## src/rtl/svb_pkg.sv

```systemverilog
// Shared types for the stale victim buffer.
package svb_pkg;
    // Per-entry update command chosen by the top each cycle.
    typedef enum logic [1:0] {
        OP_KEEP  = 2'd0,   // hold, age on tick
        OP_FILL  = 2'd1,   // write new line, age to zero
        OP_DROP  = 2'd2,   // removed by a matching store miss
        OP_CLEAR = 2'd3    // flush
    } ent_op_e;
endpackage

```

## src/rtl/svb_entry.sv

```systemverilog
// One buffer entry: valid bit, tag, data word and age counter.
// Assumes TIMEOUT fits in AGE_W bits. The entry clears itself on the tick
// where its age reaches TIMEOUT.
module svb_entry
    import svb_pkg::*;
#(
    parameter int TAG_W   = 26,
    parameter int DATA_W  = 64,
    parameter int AGE_W   = 8,
    parameter int TIMEOUT = 200
) (
    input  logic              clk,
    input  logic              rst_n,
    input  ent_op_e           op,
    input  logic              tick,
    input  logic [TAG_W-1:0]  fill_tag,
    input  logic [DATA_W-1:0] fill_data,
    output logic              vld,
    output logic [TAG_W-1:0]  tag,
    output logic [DATA_W-1:0] data,
    output logic [AGE_W-1:0]  age
);
    localparam logic [AGE_W-1:0] LIMIT = AGE_W'(TIMEOUT);

    logic [AGE_W-1:0] age_inc;

    // Next age value on a tick.
    always_comb age_inc = age + AGE_W'(1);

    // Entry state update by command, with ageing while held.
    always_ff @(posedge clk) begin
        if (!rst_n) begin
            vld  <= 1'b0;
            tag  <= '0;
            data <= '0;
            age  <= '0;
        end else begin
            case (op)
                OP_CLEAR, OP_DROP: vld <= 1'b0;
                OP_FILL: begin
                    vld  <= 1'b1;
                    tag  <= fill_tag;
                    data <= fill_data;
                    age  <= '0;
                end
                default: begin
                    if (vld && tick) begin
                        age <= age_inc;
                        if (age_inc == LIMIT) vld <= 1'b0;
                    end
                end
            endcase
        end
    end

    // a held entry never shows an age at or past the limit.
    a_r5_age_bound: assert property (@(posedge clk) disable iff (!rst_n)
        vld |-> (age < LIMIT));

    // a fill always leaves a fresh valid entry.
    a_r7_fill_fresh: assert property (@(posedge clk) disable iff (!rst_n)
        (op == OP_FILL) |=> (vld && age == '0));
endmodule

```

## src/rtl/svb_victim_sel.sv

```systemverilog
// Picks the entry an insert writes. A matching tag is picked first, then the
// lowest-index empty entry, then the oldest entry (lowest index on ties).
// Assumes at most one bit of 'match' is set.
module svb_victim_sel #(
    parameter int N     = 8,
    parameter int AGE_W = 8
) (
    input  logic [N-1:0]       vld,
    input  logic [N-1:0]       match,
    input  logic [N*AGE_W-1:0] ages,
    output logic [N-1:0]       sel
);
    // Priority selection across the three rules.
    always_comb begin
        logic             found;
        int               best;
        logic [AGE_W-1:0] best_age;
        sel      = '0;
        found    = 1'b0;
        best     = 0;
        best_age = ages[0 +: AGE_W];
        for (int i = 0; i < N; i++) begin
            if (match[i] && !found) begin
                sel[i] = 1'b1;
                found  = 1'b1;
            end
        end
        for (int i = 0; i < N; i++) begin
            if (!vld[i] && !found) begin
                sel[i] = 1'b1;
                found  = 1'b1;
            end
        end
        for (int i = 1; i < N; i++) begin
            if (ages[i*AGE_W +: AGE_W] > best_age) begin
                best     = i;
                best_age = ages[i*AGE_W +: AGE_W];
            end
        end
        if (!found) sel[best] = 1'b1;
    end
endmodule

```

## src/rtl/svb_lookup.sv

```systemverilog
// Compares a tag against all entries in parallel and gives back the hit and
// the matching data as an AND-OR mux. Assumes valid tags are unique.
module svb_lookup #(
    parameter int N      = 8,
    parameter int TAG_W  = 26,
    parameter int DATA_W = 64
) (
    input  logic [N-1:0]        vld,
    input  logic [N*TAG_W-1:0]  tags,
    input  logic [N*DATA_W-1:0] datas,
    input  logic [TAG_W-1:0]    key,
    output logic [N-1:0]        match,
    output logic                hit,
    output logic [DATA_W-1:0]   data
);
    // Per-entry comparators.
    for (genvar g = 0; g < N; g++) begin : g_cmp
        assign match[g] = vld[g] && (tags[g*TAG_W +: TAG_W] == key);
    end

    // Reduction of the matches into hit and data.
    always_comb begin
        hit  = |match;
        data = '0;
        for (int i = 0; i < N; i++)
            data = data | (datas[i*DATA_W +: DATA_W] & {DATA_W{match[i]}});
    end
endmodule

```

## src/rtl/stale_victim_buf.sv

```systemverilog
// Stale victim buffer top. It captures L1 evictions of coherence-invalidated
// lines, serves them to coherence load misses with a one-cycle registered
// response, and ages the entries out. Assumes tags in valid entries stay
// unique, which the insert rules keep true.
module stale_victim_buf
    import svb_pkg::*;
#(
    parameter int NUM_ENTRIES = 8,
    parameter int TAG_W       = 26,
    parameter int DATA_W      = 64,
    parameter int AGE_W       = 8,
    parameter int TIMEOUT     = 200
) (
    input  logic              clk,
    input  logic              rst_n,
    input  logic              age_tick,
    input  logic              flush_all,
    input  logic              evict_valid,
    input  logic              evict_inval,
    input  logic [TAG_W-1:0]  evict_tag,
    input  logic [DATA_W-1:0] evict_data,
    input  logic              lk_valid,
    input  logic              lk_coh,
    input  logic [TAG_W-1:0]  lk_tag,
    input  logic              st_valid,
    input  logic [TAG_W-1:0]  st_tag,
    output logic              rsp_valid,
    output logic              rsp_hit,
    output logic [DATA_W-1:0] rsp_data
);
    localparam int N = NUM_ENTRIES;

    logic [N-1:0]        vld;
    logic [N*TAG_W-1:0]  tags;
    logic [N*DATA_W-1:0] datas;
    logic [N*AGE_W-1:0]  ages;
    logic [N-1:0]        ins_match, lk_match, st_match, sel;
    logic                ins_hit_unused, st_hit_unused, lk_hit;
    logic [DATA_W-1:0]   ins_data_unused, st_data_unused, lk_data;
    logic                ins_take;

    // Tag match for an insert, to find an existing copy.
    svb_lookup #(.N(N), .TAG_W(TAG_W), .DATA_W(DATA_W)) u_ins_cmp (
        .vld(vld), .tags(tags), .datas(datas), .key(evict_tag),
        .match(ins_match), .hit(ins_hit_unused), .data(ins_data_unused));

    // Tag match for a store miss, to remove a held copy.
    svb_lookup #(.N(N), .TAG_W(TAG_W), .DATA_W(DATA_W)) u_st_cmp (
        .vld(vld), .tags(tags), .datas(datas), .key(st_tag),
        .match(st_match), .hit(st_hit_unused), .data(st_data_unused));

    // Load lookup port.
    svb_lookup #(.N(N), .TAG_W(TAG_W), .DATA_W(DATA_W)) u_lk_cmp (
        .vld(vld), .tags(tags), .datas(datas), .key(lk_tag),
        .match(lk_match), .hit(lk_hit), .data(lk_data));

    // Choice of the entry to write.
    svb_victim_sel #(.N(N), .AGE_W(AGE_W)) u_sel (
        .vld(vld), .match(ins_match), .ages(ages), .sel(sel));

    // An insert counts only for invalidated lines that no store miss in the same cycle cancels.
    always_comb ins_take = evict_valid && evict_inval &&
                           !(st_valid && (st_tag == evict_tag));

    for (genvar g = 0; g < N; g++) begin : g_ent
        ent_op_e op;

        // Command for this entry; flush, fill and store drop in that order.
        always_comb begin
            if (flush_all)                 op = OP_CLEAR;
            else if (ins_take && sel[g])   op = OP_FILL;
            else if (st_valid && st_match[g]) op = OP_DROP;
            else                           op = OP_KEEP;
        end

        svb_entry #(.TAG_W(TAG_W), .DATA_W(DATA_W), .AGE_W(AGE_W),
                    .TIMEOUT(TIMEOUT)) u_ent (
            .clk(clk), .rst_n(rst_n), .op(op), .tick(age_tick),
            .fill_tag(evict_tag), .fill_data(evict_data),
            .vld(vld[g]),
            .tag(tags[g*TAG_W +: TAG_W]),
            .data(datas[g*DATA_W +: DATA_W]),
            .age(ages[g*AGE_W +: AGE_W]));
    end

    // Registered lookup response, taken from state before this cycle's updates.
    always_ff @(posedge clk) begin
        if (!rst_n) begin
            rsp_valid <= 1'b0;
            rsp_hit   <= 1'b0;
            rsp_data  <= '0;
        end else begin
            rsp_valid <= lk_valid;
            rsp_hit   <= lk_valid && lk_coh && lk_hit;
            rsp_data  <= (lk_valid && lk_coh && lk_hit) ? lk_data : '0;
        end
    end

    // held tags are unique, so at most one entry answers.
    a_r1_unique_match: assert property (@(posedge clk) disable iff (!rst_n)
        $onehot0(lk_match));

    // an accepted insert writes exactly one entry.
    a_r6_one_victim: assert property (@(posedge clk) disable iff (!rst_n)
        ins_take |-> $onehot(sel));

    // a response follows each request one cycle later.
    a_r4_rsp_follows: assert property (@(posedge clk) disable iff (!rst_n)
        lk_valid |=> rsp_valid);

    // no hit without a coherence lookup.
    a_r4_hit_needs_coh: assert property (@(posedge clk) disable iff (!rst_n)
        (lk_valid && !lk_coh) |=> !rsp_hit);

    // flush empties every entry.
    a_r10_flush_empty: assert property (@(posedge clk) disable iff (!rst_n)
        flush_all |=> (vld == '0));
endmodule

```

## config.mk

```make
export PLATFORM = sky130hd
export DESIGN_NAME = stale_victim_buf
export DESIGN_NICKNAME = d
export VERILOG_FILES = /design/src/rtl/svb_pkg.sv /design/src/rtl/svb_entry.sv /design/src/rtl/svb_victim_sel.sv /design/src/rtl/svb_lookup.sv /design/src/rtl/stale_victim_buf.sv
export SDC_FILE = /design/constraint.sdc
export NUM_CORES = 2
export LEC_CHECK = 0
export BUFFER_PORTS_ARGS = -buffer_cell sky130_fd_sc_hd__buf_2
export CORE_UTILIZATION = 60
export DETAILED_ROUTE_END_ITERATION = 12
export MAX_ROUTING_LAYER = met4
export PLACE_DENSITY = 0.82
export RECOVER_POWER = 100
export SLEW_MARGIN = 20
export SYNTH_ARGS = -nofsm -noshare
export SYNTH_HDL_FRONTEND = slang
export SYNTH_HIERARCHICAL = 1
export SYNTH_SLANG_ARGS = --single-unit
```

## constraint.sdc

```tcl
create_clock -name clk -period 31 [get_ports clk]
set_clock_uncertainty 0.15 [all_clocks]
set_input_delay 3.1 -clock clk [delete_from_list [all_inputs] [get_ports clk]]
set_output_delay 3.1 -clock clk [all_outputs]
set_load 0.05 [all_outputs]
```

== Word-level counts from Yosys, hierarchy flattened ==
Cells that the tools add are included.

* $add $sub $neg: 8
* Multipliers: 0
* Div/mod/pow operators: 0
* Order comparisons: 9
* Equal/unequal tests: 57
* Shift-type cells: 0
* Mux-type cells: 111
* Bitwise logic cells: 24
* Reductions and logical operators: 143

{| class="wikitable"
|+ Operators with widths
! kind !! number
|-
| $eq 26x26->1 || 25
|-
| $and 64x64->64 || 8
|-
| $or 64x64->64 || 7
|-
| $pmux 8 s2 || 8
|-
| $mux 8 || 15
|-
| $logic_and 1x1->1 || 69
|-
| $add 8x1->8 const B || 8
|-
| $eq 8x8->1 const B || 8
|-
| $gt 8x8->1 || 7
|-
| $mux 2 || 26
|-
| $mux 1 || 49
|-
| $reduce_bool 3->1 || 16
|-
| $reduce_and 2->1 || 17
|-
| $eq 2x2->1 const B || 16
|-
| $logic_not 1->1 || 24
|-
| $eq 2x1->1 const B || 8
|-
| $pmux 1 s2 || 8
|-
| $reduce_bool 2->1 || 8
|-
| $reduce_or 2->1 || 8
|-
| $mux 3 || 4
|-
| $not 1->1 || 8
|-
| $or 8x8->8 || 1
|-
| $reduce_or 8->1 || 1
|-
| $lt 3x4->1 const B || 1
|-
| 2 further kinds || 2
|}

* Flip-flop bits (word level): 858
* Bits in latches: 0
* Memory bits (writable): 0
* ROM bits: 0
* Logic and storage cells: 387
* Memories kept: 0

== Logic depth before layout (Yosys ltp) ==
* Depth after elaboration: 57
* Mapped depth: 79

== Modules after synthesis ==
Netlist, hierarchy kept.

{| class="wikitable"
|+ Modules (own cells, without submodules)
! module !! times used !! cells each !! area an instance (um2) !! seq. area each (um2)
|-
| svb_entry || 8 || 451 || 3,658.5 || 1,981.9
|-
| svb_lookup || 3 || 1,189 || 7,942.6 || 0.0
|-
| svb_victim_sel || 1 || 355 || 2,533.7 || 0.0
|-
| stale_victim_buf || 1 || 206 || 2,279.7 || 1,321.3
|}

== Worst setup path after synthesis ==
Ideal clock, no wire load.

* Path kind: register to register
* Start point: reg g_ent[0].u_ent.age[1]
* End point: reg g_ent[3].u_ent.age[6]
* Setup time: 0.074 ns
* Arrival time: 13.491 ns
* Required time: 30.776 ns
* Setup slack: 17.285 ns
* Stages on the path, launching flop included: 75
* Buffers on the path: 6
* Path through: dfxtp_1 > inv_1 > ha_1 > nor2b_1 > o211ai_1 > a21oi_1 > o21ai_2 > mux2i_1 > ha_1 > nor2b_1 > or2_2 > a211o_1 > o21ai_1 > a31o_2 > buf_2 > mux2i_1 > inv_1 > ha_1 > [39 not listed] > a21o_1 > clkbuf_1 > o21ai_1 > o22ai_1 > ha_1 > a21o_1 > a21o_1 > a21oi_1 > o21ai_0 > nand2_1 > nand2_1 > nor3_1 > o21ai_1 > o31ai_1 > a41oi_1 > nand4bb_4 > or4_1 > a31oi_1

* Longest elaborated chain between the ends: 27
* Elaborated cells on any way between the ends: 38
* Those cells by class: 9 x order compare; 3 x eq/ne; 19 x mux; 2 x bitwise; 5 x reduce/logical

{| class="wikitable"
|+ RTL lines
! element !! line !! text
|-
| start: declaration || svb_entry.sv:21 || <nowiki>output logic [AGE_W-1:0] age</nowiki>
|-
| start signal: assignment || svb_entry.sv:48 || <nowiki>age <= age_inc;</nowiki>
|-
| $gt 8x8->1 || svb_victim_sel.sv:35 || <nowiki>if (ages[i*AGE_W +: AGE_W] > best_age) begin</nowiki>
|-
| $mux 8 || svb_victim_sel.sv:35 ||
|-
| $gt 8x8->1 || svb_victim_sel.sv:35 ||
|-
| $mux 8 || svb_victim_sel.sv:35 ||
|-
| $gt 8x8->1 || svb_victim_sel.sv:35 ||
|-
| $mux 8 || svb_victim_sel.sv:35 ||
|-
| $gt 8x8->1 || svb_victim_sel.sv:35 ||
|-
| $mux 8 || svb_victim_sel.sv:35 ||
|-
| [12 not listed] || n/a ||
|-
| named net sel[3] || stale_victim_buf.sv:37 || <nowiki>logic [N-1:0] ins_match, lk_match, st_match, sel;</nowiki>
|-
| $logic_and 1x1->1 * || stale_victim_buf.sv:71 || <nowiki>else if (ins_take && sel[g]) op = OP_FILL;</nowiki>
|-
| $mux 2 * || stale_victim_buf.sv:71 ||
|-
| $mux 2 * || stale_victim_buf.sv:70 || <nowiki>if (flush_all) op = OP_CLEAR;</nowiki>
|-
| named net g_ent[3].op[1] || stale_victim_buf.sv:66 || <nowiki>ent_op_e op;</nowiki>
|-
| $eq 2x2->1 || svb_entry.sv:38 || <nowiki>case (op)</nowiki>
|-
| $reduce_or 2->1 || n/a ||
|-
| $not 1->1 (no line) || n/a ||
|-
| $reduce_and 2->1 (no line) || n/a ||
|-
| end signal: assignment || svb_entry.sv:48 ||
|-
| end: declaration || svb_entry.sv:21 ||
|}

The timed path passes the listed nets; every way through them passes the cells marked *.
A chain may end at the register's enable or synchronous reset.

== Final worst setup path ==
* Start point: reg g_ent[0].u_ent.age[3]
* End point: reg g_ent[3].u_ent.age[1]

Same word-level chain as after synthesis.

==> flow_metrics.tcl <==
set metrics [dict create \
    status "complete, but fails checks" \
    violations "max-capacitance violations, max-slew violations" \
    dieArea_um2 79700 \
    firstDrtPassIters 10 \
    clkTransAtPathRegs_ps 60 \
    clk_latency_ps 690 \
    crit_top_cell "a21o_1" \
    ir_worst_vdd_mv 0.0424 \
    final_nets 6052 \
    worstRegToRegCells 69 \
    rows 102 \
    cp_max_fo 92 \
    first_iter_violations 7368 \
    finalNonFillerCells 6974 \
    register_area_um2 17200 \
    power_uw 2660 \
    fmax_ghz 0.0440 \
    grt_pass1_wl_um 261000 \
    wl_per_cell_um 25.1 \
    root_buffer "clkbuf_16" \
    slowest_stage "clkbuf_1" \
    grt_use_total_pct 43.7 \
    leakage_uw 0.0167 \
    clockBufferDepth 3 \
    cap_violations 15 \
    boundaryPins 217 \
    die_h_um 282 \
    start_util_pct 60.8 \
    cts_buffers 90 \
    cp-start-kind "register" \
    worstSetupPathType "reg -> reg" \
    postRouteAntennaNets 0 \
    cts.repair_timing.setup_buffer_count 0 \
    antenna_found_initial 18 \
    period_share_pct 73.2 \
    cts_tree "yes" \
    layout_min_cycle_time_ps 22700 \
    final_max_slew_viol_count 953 \
    vias_per_cell 6.79 \
    die_x_um 282 \
    rsz0062_at_grt "no" \
    syn_inst 6028 \
    hp-class "reg -> reg" \
    vias 47300 \
    htree_levels 3 \
    syn2layout_area_growth_pct 6.79 \
    port_buffers 216 \
    max-slew-margin-rel_pct -261 \
    endpoint_kind "register" \
    cp_top_family "compound AO/OA/AOI/OAI gates" \
    powerDensity_nw_per_um2 52.8 \
    final_hold_viol_count 0 \
    fill_cells 6592 \
    pre_cts_slack_ps 14290 \
    whs_path_depth 2 \
    routed_wl_um 175000 \
    arrival_ps 23090 \
    syn_area_um2 47100 \
    cts.sinks 858 \
    route.detailed.drc 0 \
    syn_avg_cell_area_um2 7.82 \
    setup_viol 0 \
    timing.setup.tns_ps 0 \
    grt_pass1_vias 44200 \
    postLayoutSetupSlackWorst_ps 8300 \
    critPathBufInv 4 \
    ys_warn_count 6 \
    core_area_um2 77600 \
    worst_pin_slew_ps 5410 \
    crit_cells 69 \
    cts_resized 0 \
    slowest_delay_ps 3760 \
    grt_max_degree 95 \
    syn_nets 6239 \
    hold_buffers 0 \
    grt_overflow 0 \
    drive_gt1_share_pct 8.15 \
    place_hpwl_um 98200 \
    gp_congestion 1.05 \
    crit_required_ps 31380 \
    final_util_pct 64.9 \
    dp_cells 6788 \
    multiInputGateArea_um2 27200 \
]
final timing paths:
| path | endpoint | slack, ps | startpoint |
|---|---|---|---|
| max | g_ent[3].u_ent/age[1] | 8300 | g_ent[0].u_ent/age[3] |
| min | g_ent[4].u_ent/data[11] | 300 | g_ent[4].u_ent/data[11] |
| max reg2reg | g_ent[3].u_ent/age[1] | 8300 | g_ent[0].u_ent/age[3] |
| min reg2reg | g_ent[4].u_ent/data[11] | 300 | g_ent[4].u_ent/data[11] |
sequential cells by signal, indices dropped and copies added, names as in the netlist:
| register | cells |
|---|---|
| g_ent.u_ent/data | 512 |
| rsp_valid | 1 |
| g_ent.u_ent/tag | 208 |
| g_ent.u_ent/vld | 8 |
| g_ent.u_ent/age | 64 |
| rsp_hit | 1 |
| rsp_data | 64 |
where the power goes:
part,total (uW),switching (uW),internal (uW)
Combinational,361,246,115
Clock,1110,489,619
Sequential,1190,38.5,1150
Total,2660,773,1880
through the flow:
step	hold WS [ps]	area (um^2)
CTS	304	50500
finish	304	50300
global placement	291	47500
global route	318	50300
floorplan	283	47100
detailed placement	296	47500
worst reg2reg max path: cells and delay by family, from the launching register on:
kind / cells / cell delay [ps]
compound gates: 37 / 9810
fa+ha+maj: 7 / 2010
flops: 1 / 520
buf+inv: 4 / 4400
simple gates: 18 / 4470
mux: 3 / 1180
per-layer routing:
metal / routed length [um] / global-route usage, % / part of all wire (%) / up-vias
met3: 27400 / 11.8 / 16 / 989
met1: 62200 / 54.4 / 36 / 21900
met4: 12100 / 26.3 / 6.9 / 0
met2: 72900 / 63.0 / 42 / 3984
li1: - / - / - / 20500
met5: 0 / - / 0 / -
final cells by class:
cell class	count	area share [%]
clock buffer	132	5.07
clock inverter	35	0.895
antenna	18	0.0895
multi-input combinational	4555	54.0
inverter	57	0.445
tap	1040	2.58
sequential	858	34.1
timing repair buffer	279	2.82
layout by cell type (no fill, tap or decap), types with 9 or more instances in the layout:
master / n
nand3_1: 39
nor3_1: 35
buf_2: 148
a22oi_1: 11
clkinv_2: 26
xor2_1: 115
diode_2: 18
a21boi_0: 178
inv_1: 49
clkbuf_1: 109
and2_0: 43
xnor2_1: 559
nor4_1: 28
a21oi_1: 620
o21ai_0: 38
and3_1: 49
nor3_2: 58
and4_1: 66
mux2i_1: 19
and3b_1: 16
o221ai_1: 9
clkbuf_8: 14
o31ai_1: 12
a21o_1: 22
o211ai_1: 25
nor2b_1: 22
a31oi_1: 26
ha_1: 60
buf_4: 50
nand4_1: 616
nand2_1: 1565
a41oi_1: 72
clkbuf_16: 90
dfxtp_1: 858
nor2_1: 70
and2_1: 24
Power figures use the tool's default switching activity.
